$ cat src/rtl/vpic_pkg.sv
package vpic_pkg;

   // Register word indices fixed by software-visible behaviour.
   localparam int unsigned MODE_IDX   = 0;
   localparam int unsigned CTRL_FIRST = 1;

   // Bit positions inside a control register.
   localparam int unsigned LEVEL_BIT  = 6;
   localparam int unsigned INVERT_BIT = 7;

   // Word index of the vector register: first power of two above the control block.
   function automatic int unsigned vec_index(input int unsigned nsrc);
      return 2 ** $clog2(nsrc + 1);
   endfunction

endpackage

$ cat src/rtl/vpic_src.sv
module vpic_src (
   input  logic clk,
   input  logic rst_n,
   input  logic raw_i,
   input  logic level_i,
   input  logic invert_i,
   input  logic ack_i,
   output logic active_o
);
   logic prev_q, pend_q, mask_q;
   logic asserted, prev_asserted, edge_seen;

   assign asserted      = raw_i ^ invert_i;
   assign prev_asserted = prev_q ^ invert_i;
   assign edge_seen     = asserted & ~prev_asserted;

   always_ff @(posedge clk or negedge rst_n) begin
      if (!rst_n) begin
         prev_q <= 1'b0;
         pend_q <= 1'b0;
         mask_q <= 1'b0;
      end else begin
         prev_q <= raw_i;
         pend_q <= ~level_i & (edge_seen | (pend_q & ~ack_i));
         mask_q <= level_i & (ack_i | (mask_q & asserted));
      end
   end

   assign active_o = level_i ? (asserted & ~mask_q) : pend_q;

   // a latched edge request survives until acknowledged
   a_r9_edge_hold: assert property (@(posedge clk) disable iff (!rst_n)
      (!level_i && pend_q && !ack_i) |=> pend_q);

   // an acknowledged level source stays masked while still asserted
   a_r8_mask_hold: assert property (@(posedge clk) disable iff (!rst_n)
      (level_i && mask_q && asserted && !ack_i) |=> mask_q);

endmodule

$ cat src/rtl/vpic_arb.sv
module vpic_arb #(
   parameter int unsigned NUM_SRC = 15,
   parameter int unsigned PRIO_W  = 3,
   localparam int unsigned VEC_W  = $clog2(NUM_SRC + 1),
   localparam int unsigned LVL_W  = PRIO_W + 1
) (
   input  logic [NUM_SRC-1:0]             active_i,
   input  logic [NUM_SRC-1:0][PRIO_W-1:0] prio_i,
   input  logic [LVL_W-1:0]               floor_i,
   output logic [VEC_W-1:0]               win_vec_o,
   output logic [PRIO_W-1:0]              win_prio_o,
   output logic                           win_any_o
);
   logic [NUM_SRC-1:0] eligible;

   for (genvar g = 0; g < NUM_SRC; g++) begin : g_elig
      assign eligible[g] = active_i[g] &&
                           (({1'b0, prio_i[g]} + LVL_W'(1)) > floor_i);
   end

   always_comb begin
      win_vec_o  = '0;
      win_prio_o = '0;
      win_any_o  = 1'b0;
      for (int i = 0; i < int'(NUM_SRC); i++) begin
         if (eligible[i] && (!win_any_o || prio_i[i] > win_prio_o)) begin
            win_any_o  = 1'b1;
            win_prio_o = prio_i[i];
            win_vec_o  = VEC_W'(i + 1);
         end
      end
   end

endmodule

$ cat src/rtl/vpic_stack.sv
module vpic_stack #(
   parameter int unsigned DEPTH  = 8,
   parameter int unsigned PRIO_W = 3,
   localparam int unsigned CNT_W = $clog2(DEPTH + 1),
   localparam int unsigned PTR_W = (DEPTH > 1) ? $clog2(DEPTH) : 1,
   localparam int unsigned LVL_W = PRIO_W + 1
) (
   input  logic              clk,
   input  logic              rst_n,
   input  logic              push_i,
   input  logic [PRIO_W-1:0] push_val_i,
   input  logic              pop_i,
   output logic [LVL_W-1:0]  floor_o,
   output logic [CNT_W-1:0]  count_o
);
   logic [PRIO_W-1:0] mem_q [DEPTH];
   logic [CNT_W-1:0]  cnt_q;
   logic              full, empty;

   assign full  = (cnt_q == CNT_W'(DEPTH));
   assign empty = (cnt_q == '0);

   always_ff @(posedge clk or negedge rst_n) begin
      if (!rst_n) begin
         cnt_q <= '0;
      end else if (push_i && !full) begin
         cnt_q <= cnt_q + CNT_W'(1);
      end else if (pop_i && !push_i && !empty) begin
         cnt_q <= cnt_q - CNT_W'(1);
      end
   end

   always_ff @(posedge clk) begin
      if (push_i && !full) mem_q[PTR_W'(cnt_q)] <= push_val_i;
   end

   assign floor_o = empty ? '0 : ({1'b0, mem_q[PTR_W'(cnt_q - CNT_W'(1))]} + LVL_W'(1));
   assign count_o = cnt_q;

   a_r10_bounded: assert property (@(posedge clk) disable iff (!rst_n)
      cnt_q <= CNT_W'(DEPTH));

   a_r10_empty_pop: assert property (@(posedge clk) disable iff (!rst_n)
      (pop_i && !push_i && empty) |=> (cnt_q == '0));

endmodule

$ cat src/rtl/vpic_top.sv
module vpic_top #(
   parameter int unsigned NUM_SRC = 15,
   parameter int unsigned PRIO_W  = 3,
   parameter int unsigned DEPTH   = 8,
   parameter int unsigned ADDR_W  = 8,
   parameter int unsigned DATA_W  = 32
) (
   input  logic               clk,
   input  logic               rst_n,
   input  logic [NUM_SRC-1:0] src_in,
   input  logic               bus_sel,
   input  logic               bus_we,
   input  logic [ADDR_W-1:0]  bus_addr,
   input  logic [DATA_W-1:0]  bus_wdata,
   output logic [DATA_W-1:0]  bus_rdata,
   output logic               irq_n
);
   import vpic_pkg::*;

   localparam int unsigned VEC_W   = $clog2(NUM_SRC + 1);
   localparam int unsigned LVL_W   = PRIO_W + 1;
   localparam int unsigned CNT_W   = $clog2(DEPTH + 1);
   localparam int unsigned IDX_W   = ADDR_W - 2;
   localparam int unsigned VEC_IDX = vec_index(NUM_SRC);
   localparam int unsigned EOI_IDX = VEC_IDX + 1;

   // Elaboration-time parameter checks.
   if (PRIO_W < 1 || PRIO_W > LEVEL_BIT) begin : g_bad_prio
      $error("PRIO_W must be 1..%0d", LEVEL_BIT);
   end
   if (NUM_SRC < 1) begin : g_bad_nsrc
      $error("NUM_SRC must be at least 1");
   end
   if (DEPTH < 1) begin : g_bad_depth
      $error("DEPTH must be at least 1");
   end
   if (ADDR_W < $clog2(EOI_IDX + 1) + 2) begin : g_bad_addr
      $error("ADDR_W too narrow for the register map");
   end
   if (DATA_W < 8) begin : g_bad_data
      $error("DATA_W must be at least 8");
   end

   logic [NUM_SRC-1:0][PRIO_W-1:0] prio_q;
   logic [NUM_SRC-1:0]             level_q, invert_q;
   logic                           debug_q;

   logic [IDX_W-1:0]   idx;
   logic               hit_mode, hit_vec, hit_eoi;
   logic [NUM_SRC-1:0] hit_ctrl;
   logic               ack_fire, pop;
   logic [NUM_SRC-1:0] active, ack_vec;
   logic [VEC_W-1:0]   win_vec;
   logic [PRIO_W-1:0]  win_prio;
   logic               win_any;
   logic [LVL_W-1:0]   floor_lvl;
   logic [CNT_W-1:0]   stk_count;

   assign idx      = bus_addr[ADDR_W-1:2];
   assign hit_mode = (idx == IDX_W'(MODE_IDX));
   assign hit_vec  = (idx == IDX_W'(VEC_IDX));
   assign hit_eoi  = (idx == IDX_W'(EOI_IDX));

   assign ack_fire = bus_sel && hit_vec && win_any && (debug_q ? bus_we : !bus_we);
   assign pop      = bus_sel && bus_we && hit_eoi;

   // Per-source configuration and request logic.
   for (genvar g = 0; g < NUM_SRC; g++) begin : g_src
      assign hit_ctrl[g] = (idx == IDX_W'(CTRL_FIRST + g));
      assign ack_vec[g]  = ack_fire && (win_vec == VEC_W'(g + 1));

      always_ff @(posedge clk or negedge rst_n) begin
         if (!rst_n) begin
            prio_q[g]   <= '1;
            level_q[g]  <= 1'b1;
            invert_q[g] <= 1'b0;
         end else if (bus_sel && bus_we && hit_ctrl[g]) begin
            prio_q[g]   <= bus_wdata[PRIO_W-1:0];
            level_q[g]  <= bus_wdata[LEVEL_BIT];
            invert_q[g] <= bus_wdata[INVERT_BIT];
         end
      end

      vpic_src u_src (
         .clk      (clk),
         .rst_n    (rst_n),
         .raw_i    (src_in[g]),
         .level_i  (level_q[g]),
         .invert_i (invert_q[g]),
         .ack_i    (ack_vec[g]),
         .active_o (active[g])
      );
   end

   always_ff @(posedge clk or negedge rst_n) begin
      if (!rst_n)                             debug_q <= 1'b0;
      else if (bus_sel && bus_we && hit_mode) debug_q <= bus_wdata[0];
   end

   vpic_arb #(.NUM_SRC(NUM_SRC), .PRIO_W(PRIO_W)) u_arb (
      .active_i   (active),
      .prio_i     (prio_q),
      .floor_i    (floor_lvl),
      .win_vec_o  (win_vec),
      .win_prio_o (win_prio),
      .win_any_o  (win_any)
   );

   vpic_stack #(.DEPTH(DEPTH), .PRIO_W(PRIO_W)) u_stack (
      .clk        (clk),
      .rst_n      (rst_n),
      .push_i     (ack_fire),
      .push_val_i (win_prio),
      .pop_i      (pop),
      .floor_o    (floor_lvl),
      .count_o    (stk_count)
   );

   // Read mux.
   always_comb begin
      bus_rdata = '0;
      if (hit_mode) bus_rdata[0] = debug_q;
      if (hit_vec)  bus_rdata[VEC_W-1:0] = win_vec;
      for (int i = 0; i < int'(NUM_SRC); i++) begin
         if (hit_ctrl[i]) begin
            bus_rdata[PRIO_W-1:0] = prio_q[i];
            bus_rdata[LEVEL_BIT]  = level_q[i];
            bus_rdata[INVERT_BIT] = invert_q[i];
         end
      end
   end

   assign irq_n = ~win_any;

   // a normal-mode vector read with a winner grows the stack
   a_r5_push_on_read: assert property (@(posedge clk) disable iff (!rst_n)
      (bus_sel && !bus_we && hit_vec && !debug_q && win_any && stk_count < CNT_W'(DEPTH))
      |=> (stk_count == $past(stk_count) + CNT_W'(1)));

   // a debug-mode vector read leaves the stack untouched
   a_r6_debug_read_quiet: assert property (@(posedge clk) disable iff (!rst_n)
      (bus_sel && !bus_we && hit_vec && debug_q) |=> $stable(stk_count));

   // a normal-mode vector write leaves the stack untouched
   a_r7_normal_write_quiet: assert property (@(posedge clk) disable iff (!rst_n)
      (bus_sel && bus_we && hit_vec && !debug_q) |=> $stable(stk_count));

   // no request while the vector register would read zero
   a_r11_irq_vs_vec: assert property (@(posedge clk) disable iff (!rst_n)
      (win_vec == '0) |-> irq_n);

endmodule

$ cat config.mk
export PLATFORM = sky130hd
export DESIGN_NAME = vpic_top
export DESIGN_NICKNAME = d
export VERILOG_FILES = /design/src/rtl/vpic_pkg.sv /design/src/rtl/vpic_src.sv /design/src/rtl/vpic_arb.sv /design/src/rtl/vpic_stack.sv /design/src/rtl/vpic_top.sv
export SDC_FILE = /design/constraint.sdc
export NUM_CORES = 1
export LEC_CHECK = 0
export CAP_MARGIN = 20
export CORE_UTILIZATION = 59
export CTS_CLUSTER_DIAMETER = 150
export CTS_CLUSTER_SIZE = 24
export DETAILED_ROUTE_END_ITERATION = 8
export DONT_BUFFER_PORTS = 1
export PLACE_DENSITY = 0.75
export SLEW_MARGIN = 40
export SYNTH_ARGS = -nofsm -noshare
export SYNTH_HDL_FRONTEND = slang
export SYNTH_SLANG_ARGS = --single-unit
$ cat constraint.sdc
create_clock -name clk -period 32.2 [get_ports clk]
set_clock_uncertainty 0.1 [all_clocks]
set_input_delay 1.61 -clock clk [delete_from_list [all_inputs] [get_ports clk]]
set_output_delay 1.61 -clock clk [all_outputs]
set_load 0.01 [all_outputs]
# After elaboration in Yosys (flattened, before gate mapping)
# Memories as Yosys holds them, arrays and structs flattened.
# Index checks and enable logic that the tools add are counted.
# word_totals
regBits	125
ram_bits	24
elab_cells	585
mem_count	1
# memory_table
memory	depth	width	rd	rd_ports_with_merged_regs	wr	line_no	text
u_stack.mem_q	8	3	1	0	1	vpic_stack.sv:16	logic [PRIO_W-1:0] mem_q [DEPTH];
# classes
add_sub_neg	18
order_cmp	29
n_eq_ne	33
n_mux	98
bitwise	211
n_reduce_logical	103
# op_table
op	n
1-bit bitwise AND	90
3-bit two-way mux	30
4-bit two-way mux	18
1-bit logical AND	68
3-bit by 1-bit adder with 4-bit output, second input constant	16
1-bit NOT	61
4-bit > comparator	15
6-bit by 4-bit equality test with 1-bit output, second input constant	8
3-bit > comparator	14
4-bit equality test, second input constant	9
1-bit two-way mux	35
2-bit two-way mux	15
1-bit bitwise OR	30
1-bit XOR	30
6-bit by 3-bit equality test with 1-bit output, second input constant	4
1-bit logical NOT	18
4-bit by 3-bit equality test with 1-bit output, second input constant	4
1-bit logical OR	14
6-bit by 2-bit equality test with 1-bit output, second input constant	2
6-bit by 5-bit equality test with 1-bit output, second input constant	2
4-bit by 2-bit equality test with 1-bit output, second input constant	2
6-bit by 1-bit equality test with 1-bit output, second input constant	1
6-bit logical NOT	1
4-bit by 1-bit adder with 4-bit output, second input constant	1
4 further kinds	4

# Depth between registers and ports, before layout
# An unclocked memory read counts as a cell.
# depth
ltp_word	79
depth_mapped	141

# By module
# Synthesis repeated with hierarchy kept, for this count alone.
# hier_totals
hier_cells	1197
area_unflattened_um2	11887.7
# by_module_without_submodules
mod	instances	cells_each	area_per_inst_um2	seq_area_each_um2
vpic_top	1	386	4409.2	1976.9
vpic_arb	1	507	3981.3	0.0
vpic_src	15	14	141.4	75.1
vpic_stack	1	94	1376.3	820.8

# Worst setup path before layout
# No wires, ideal clock.
# synth_timing
kind	register to output
startpoint	register u_stack.cnt_q[0] (netlist: u_stack.count_o[0])
endpoint	output bus_rdata[1]
arrival_ns	23.435
t_required_ns	30.490
path_slack_ns	7.055
path_stages_with_launch	132
n_path_buf	8
cell_sequence	dfrtp_1 > clkbuf_1 > buf_1 > inv_1 > ha_1 > buf_1 > mux4_2 > mux2_2 > ha_1 > nand2_1 > ha_1 > nor2b_1 > o211a_1 > o211a_1 > buf_4 > nand2_1 > ha_1 > nor2b_1 > [96 not listed] > o21ai_1 > ha_1 > a21o_1 > a21oi_1 > a31oi_1 > o21bai_1 > inv_1 > o21a_1 > ha_1 > a21o_1 > a21oi_1 > a31oi_1 > a21oi_1 > o21ai_0 > a221o_1 > o2bb2ai_2 > nor2_1 > o311a_1
# synth_via
elab_chain_cells	79
elab_cells_between_ends	149
# synth_lines
item	line_no	text
from (decl)	vpic_stack.sv:17	logic [CNT_W-1:0] cnt_q;
from (signal assigned)	vpic_stack.sv:27	cnt_q <= cnt_q + CNT_W'(1);
from (signal assigned)	vpic_stack.sv:29	cnt_q <= cnt_q - CNT_W'(1);
4-bit by 1-bit subtractor with 4-bit output	-	
memory 8 x 3 bit	-	
3-bit by 1-bit adder with 4-bit output	vpic_stack.sv:37	assign floor_o = empty ? '0 : ({1'b0, mem_q[PTR_W'(cnt_q - CNT_W'(1))]} + LVL_W'(1));
4-bit two-way mux *	vpic_stack.sv:37	
4-bit > comparator	vpic_arb.sv:18	(({1'b0, prio_i[g]} + LVL_W'(1)) > floor_i);
1-bit logical AND	vpic_arb.sv:17	assign eligible[g] = active_i[g] &&
3-bit two-way mux / 1-bit two-way mux (equally long branches)	vpic_arb.sv:26	if (eligible[i] && (!win_any_o || prio_i[i] > win_prio_o)) begin
3-bit > comparator / 1-bit logical NOT (equally long branches)	vpic_arb.sv:26	
[49 not listed]	-	
1-bit logical AND	vpic_arb.sv:26	
3-bit two-way mux / 1-bit two-way mux (equally long branches)	vpic_arb.sv:26	
3-bit > comparator / 1-bit logical NOT (equally long branches)	vpic_arb.sv:26	
1-bit logical OR	vpic_arb.sv:26	
1-bit logical AND	vpic_arb.sv:26	
4-bit two-way mux *	vpic_arb.sv:26	
4-bit two-way mux *	vpic_top.sv:123	if (hit_vec) bus_rdata[VEC_W-1:0] = win_vec;
3-bit two-way mux * (15 in series)	vpic_top.sv:125	if (hit_ctrl[i]) begin
to (decl)	vpic_top.sv:15	output logic [DATA_W-1:0] bus_rdata,
# Every way passes the cells marked *; elsewhere a longest branch is shown, timed or not.

# Worst setup path in the final report
# Same ends and word-level chain as after synthesis.

==> impl_metrics.py <==
metrics = {
    "critical_path": {
        "startpoint_type": "flop",
        "max_stage_delay_ps": 760,
        "cp_max_fo": 15,
        "cp.required_ps": 30490,
        "cp.arrival_ps": 27190,
        "end_kind": "output pin",
        "critical_path_class": "flop to output pin",
        "rr_worst_depth": 123,
        "slowest_stage": "dfrtp_1",
    },
    "synthesis": {
        "synth_area_sq_um": 11500,
        "postSynthAreaPerCell_sq_um": 9.40,
        "synth-edff-count": 24,
        "synthCells": 1226,
        "ys_warn_count": 0,
        "ys_async_sr_fraction_pct": 83.9,
        "ys_ff_latch": 149,
        "synth_ff_type": "dfrtp_1",
        "yosysUniqueCellTypes": 85,
        "yosysSeqAreaShare_pct": 34.1,
    },
    "floorplanning": {
        "die_w_microns": 142,
        "num_rows": 50,
        "coreArea_sq_um": 18900,
        "io_pins": 92,
        "die_y_microns": 142,
        "dieArea_sq_um": 20100,
        "start_util_pct": 61.0,
    },
    "timing": {
        "rsz0062_at_grt": "false",
        "max_freq_mhz": 34.6,
        "finalCritPeriodShare_pct": 89.7,
        "hold_viol": 0,
        "worstMarginPinSlew_ps": 842,
        "setup_viol": 0,
        "slew_headroom_pct": 43.6,
        "slew_viol_final": 0,
        "fin_ws_ps": 3300,
        "tns_ps": 0,
        "fin_crit_ps": 28900,
    },
    "place": {
        "dp_slack_ps": 4480,
        "dpl_cell_area_sq_um": 11700,
        "port_buffers": 0,
        "gp_congestion": 0.974,
        "place.detailed.hpwl_microns": 24000,
    },
    "route": {
        "viasPerCell": 6.47,
        "first_pass_iters": 6,
        "wirelength_microns": 31800,
        "antenna_left": 0,
        "wl_per_cell_microns": 21.2,
        "drtIter0Drc": 820,
        "vias": 9691,
        "drc": 0,
    },
    "clock_network": {
        "clk_latency_ps": 440,
        "cts_setup_buffers": 0,
        "clk_pin_slew_ps": 70,
        "cts_resized": 0,
        "cts_sinks": 149,
        "cts_root_buf": "clkbuf_16",
        "ctsHoldBuffers": 0,
        "clk_path_buf_depth": 2,
        "tritoncts": "done",
        "htree_levels": 4,
        "cts_buffers": 17,
    },
    "status": {
        "status": "finished, final reports clean",
    },
    "final_layout": {
        "final_layout_size_suffix_gt1_share_pct": 17.2,
        "nets": 1399,
        "final_cell_area_sq_um": 12300,
        "syn2layout_area_growth_pct": 6.69,
        "diodes": 0,
        "n_fill_cell": 1589,
    },
    "grt": {
        "antenna_found_initial": 1,
        "grt_pass1_wl_microns": 49900,
        "grt_max_degree": 126,
        "grtUsageTotal_pct": 32.8,
        "grt_overflow_total": 0,
        "grt_pass1_vias": 9251,
    },
    "hold_path": {
        "min_path_type": "flop to flop",
        "hold_depth": 2,
    },
    "job": {
        "maxCapViolations": 0,
    },
}
placed cells by master, fill, tap and decap left out, types with 19 or more instances in the layout:
cell type / Yosys / layout
ha_1: 115 / 115
nand2_1: 106 / 106
nor2_1: 99 / 99
mux2_2: 69 / 69
o21ai_0: 68 / 67
dfrtp_1: 65 / 65
a21oi_1: 60 / 60
dfstp_2: 60 / 60
inv_1: 58 / 58
nor3_1: 36 / 33
nor2b_1: 29 / 29
conb_1: 1 / 26
edfxtp_1: 24 / 24
o21a_1: 22 / 22
and3_1: 22 / 22
xor2_1: 21 / 21
nand3_1: 20 / 20
o211ai_1: 19 / 19
layout make-up:
| cell class | instances | area (sq um) | area share (%) |
|---|---|---|---|
| Clock buffer | 18 | 439 | 3.57 |
| Sequential cell | 149 | 3920 | 31.9 |
| Clock inverter | 14 | 136 | 1.11 |
| Multi-Input combinational cell | 989 | 7180 | 58.4 |
| Timing Repair Buffer | 10 | 72.6 | 0.590 |
| Inverter | 58 | 218 | 1.77 |
| Tap cell | 260 | 325 | 2.65 |
final timing paths:
kind | start | slack [ps] | endpoint
min reg2reg | g_src[14].u_src.pend_q | 420 | g_src[14].u_src.pend_q
max reg2reg | u_stack.count_o[0] | 5110 | g_src[6].u_src.mask_q
min in group asynchronous | rst_n | 760 | g_src[0].u_src.pend_q
max | u_stack.count_o[0] | 3300 | bus_rdata[1]
max in group asynchronous | rst_n | 30990 | prio_q[35]
min | g_src[14].u_src.pend_q | 420 | g_src[14].u_src.pend_q
Yosys cell counts, types with 4 or more instances:
library cell / n / share of area (%)
mux2_2: 69 / 6.7
o31ai_1: 10 / 0.65
mux2i_1: 11 / 0.96
nand4_1: 13 / 0.71
a211o_1: 5 / 0.38
ha_1: 115 / 12
a22oi_1: 9 / 0.59
inv_1: 58 / 1.9
a21o_1: 11 / 0.72
a31oi_1: 8 / 0.43
dfstp_2: 60 / 14
a41oi_1: 4 / 0.30
a32oi_1: 4 / 0.30
o21a_1: 22 / 1.4
or2_2: 6 / 0.33
nand3_1: 20 / 0.87
a211oi_1: 18 / 1.2
a221oi_1: 10 / 0.76
a31o_2: 10 / 0.76
o211a_1: 9 / 0.78
and4_1: 4 / 0.30
nand2_1: 106 / 3.5
mux4_2: 6 / 1.2
nor2b_1: 29 / 1.6
and3_1: 22 / 1.2
edfxtp_1: 24 / 6.3
clkbuf_1: 25 / 0.81
xor2_1: 21 / 1.6
dfrtp_1: 65 / 14
or3_1: 7 / 0.38
o21ai_1: 5 / 0.22
nand2b_1: 11 / 0.60
buf_4: 28 / 1.8
a21oi_1: 60 / 2.6
a21boi_0: 7 / 0.46
xnor2_1: 15 / 1.1
nor3_1: 36 / 1.6
a211oi_2: 4 / 0.43
o211ai_1: 19 / 1.2
nor2_1: 99 / 3.2
and2_1: 12 / 0.65
o21ai_0: 68 / 3.0
o22ai_1: 8 / 0.43
nand3b_1: 7 / 0.46
a311oi_1: 5 / 0.38
layer usage:
layer  wire length, microns  global-route usage, %  vias to the layer above
met5                      0                      0                        -
met4                   1300                   14.5                        0
met3                   2700                   7.53                       97
met2                  14300                   52.3                      385
met1                  13500                   42.5                     4666
li1                       -                      -                     4543
per-stage QoR:
step                instances  hold WS (ps)  util, %
floorplan                1251           383        -
global placement         1465           407     61.9
detailed placement       1466           416     62.0
CTS                      1498           423     65.0
global route             1498           445     65.1
finish                   1498           418     65.1
logic make-up after synthesis:
family / Yosys count / share of synthesized area [%]
AO/OA/AOI/OAI: 340 / 21.0
XOR/XNOR: 36 / 2.74
flip-flops: 149 / 34.1
multiplexers: 86 / 8.87
AND/OR/NAND/NOR: 386 / 16.3
other: 1 / 0.0326
buffers and inverters: 113 / 4.59
adder cells (fa/ha/maj): 115 / 12.5
flip-flops by register name (all words and copies together), names as in the netlist:
signal	count
u_stack.count_o	4
level_q	15
g_src.u_src.mask_q	15
g_src.u_src.pend_q	15
u_stack.mem_q	24
g_src.u_src.prev_q	15
prio_q	45
debug_q	1
invert_q	15
critical path, delay by kind of cell (launching register included):
kind	cells	cell delay, ps
AO/OA/AOI/OAI	68	14370
adder cells (fa/ha/maj)	17	5330
AND/OR/NAND/NOR	28	4210
multiplexers	4	1380
flip-flops	1	760
buffers and inverters	6	650
Power is not shown: default switching activity piles up to over one toggle a cycle in this logic, so the estimate is an artifact.
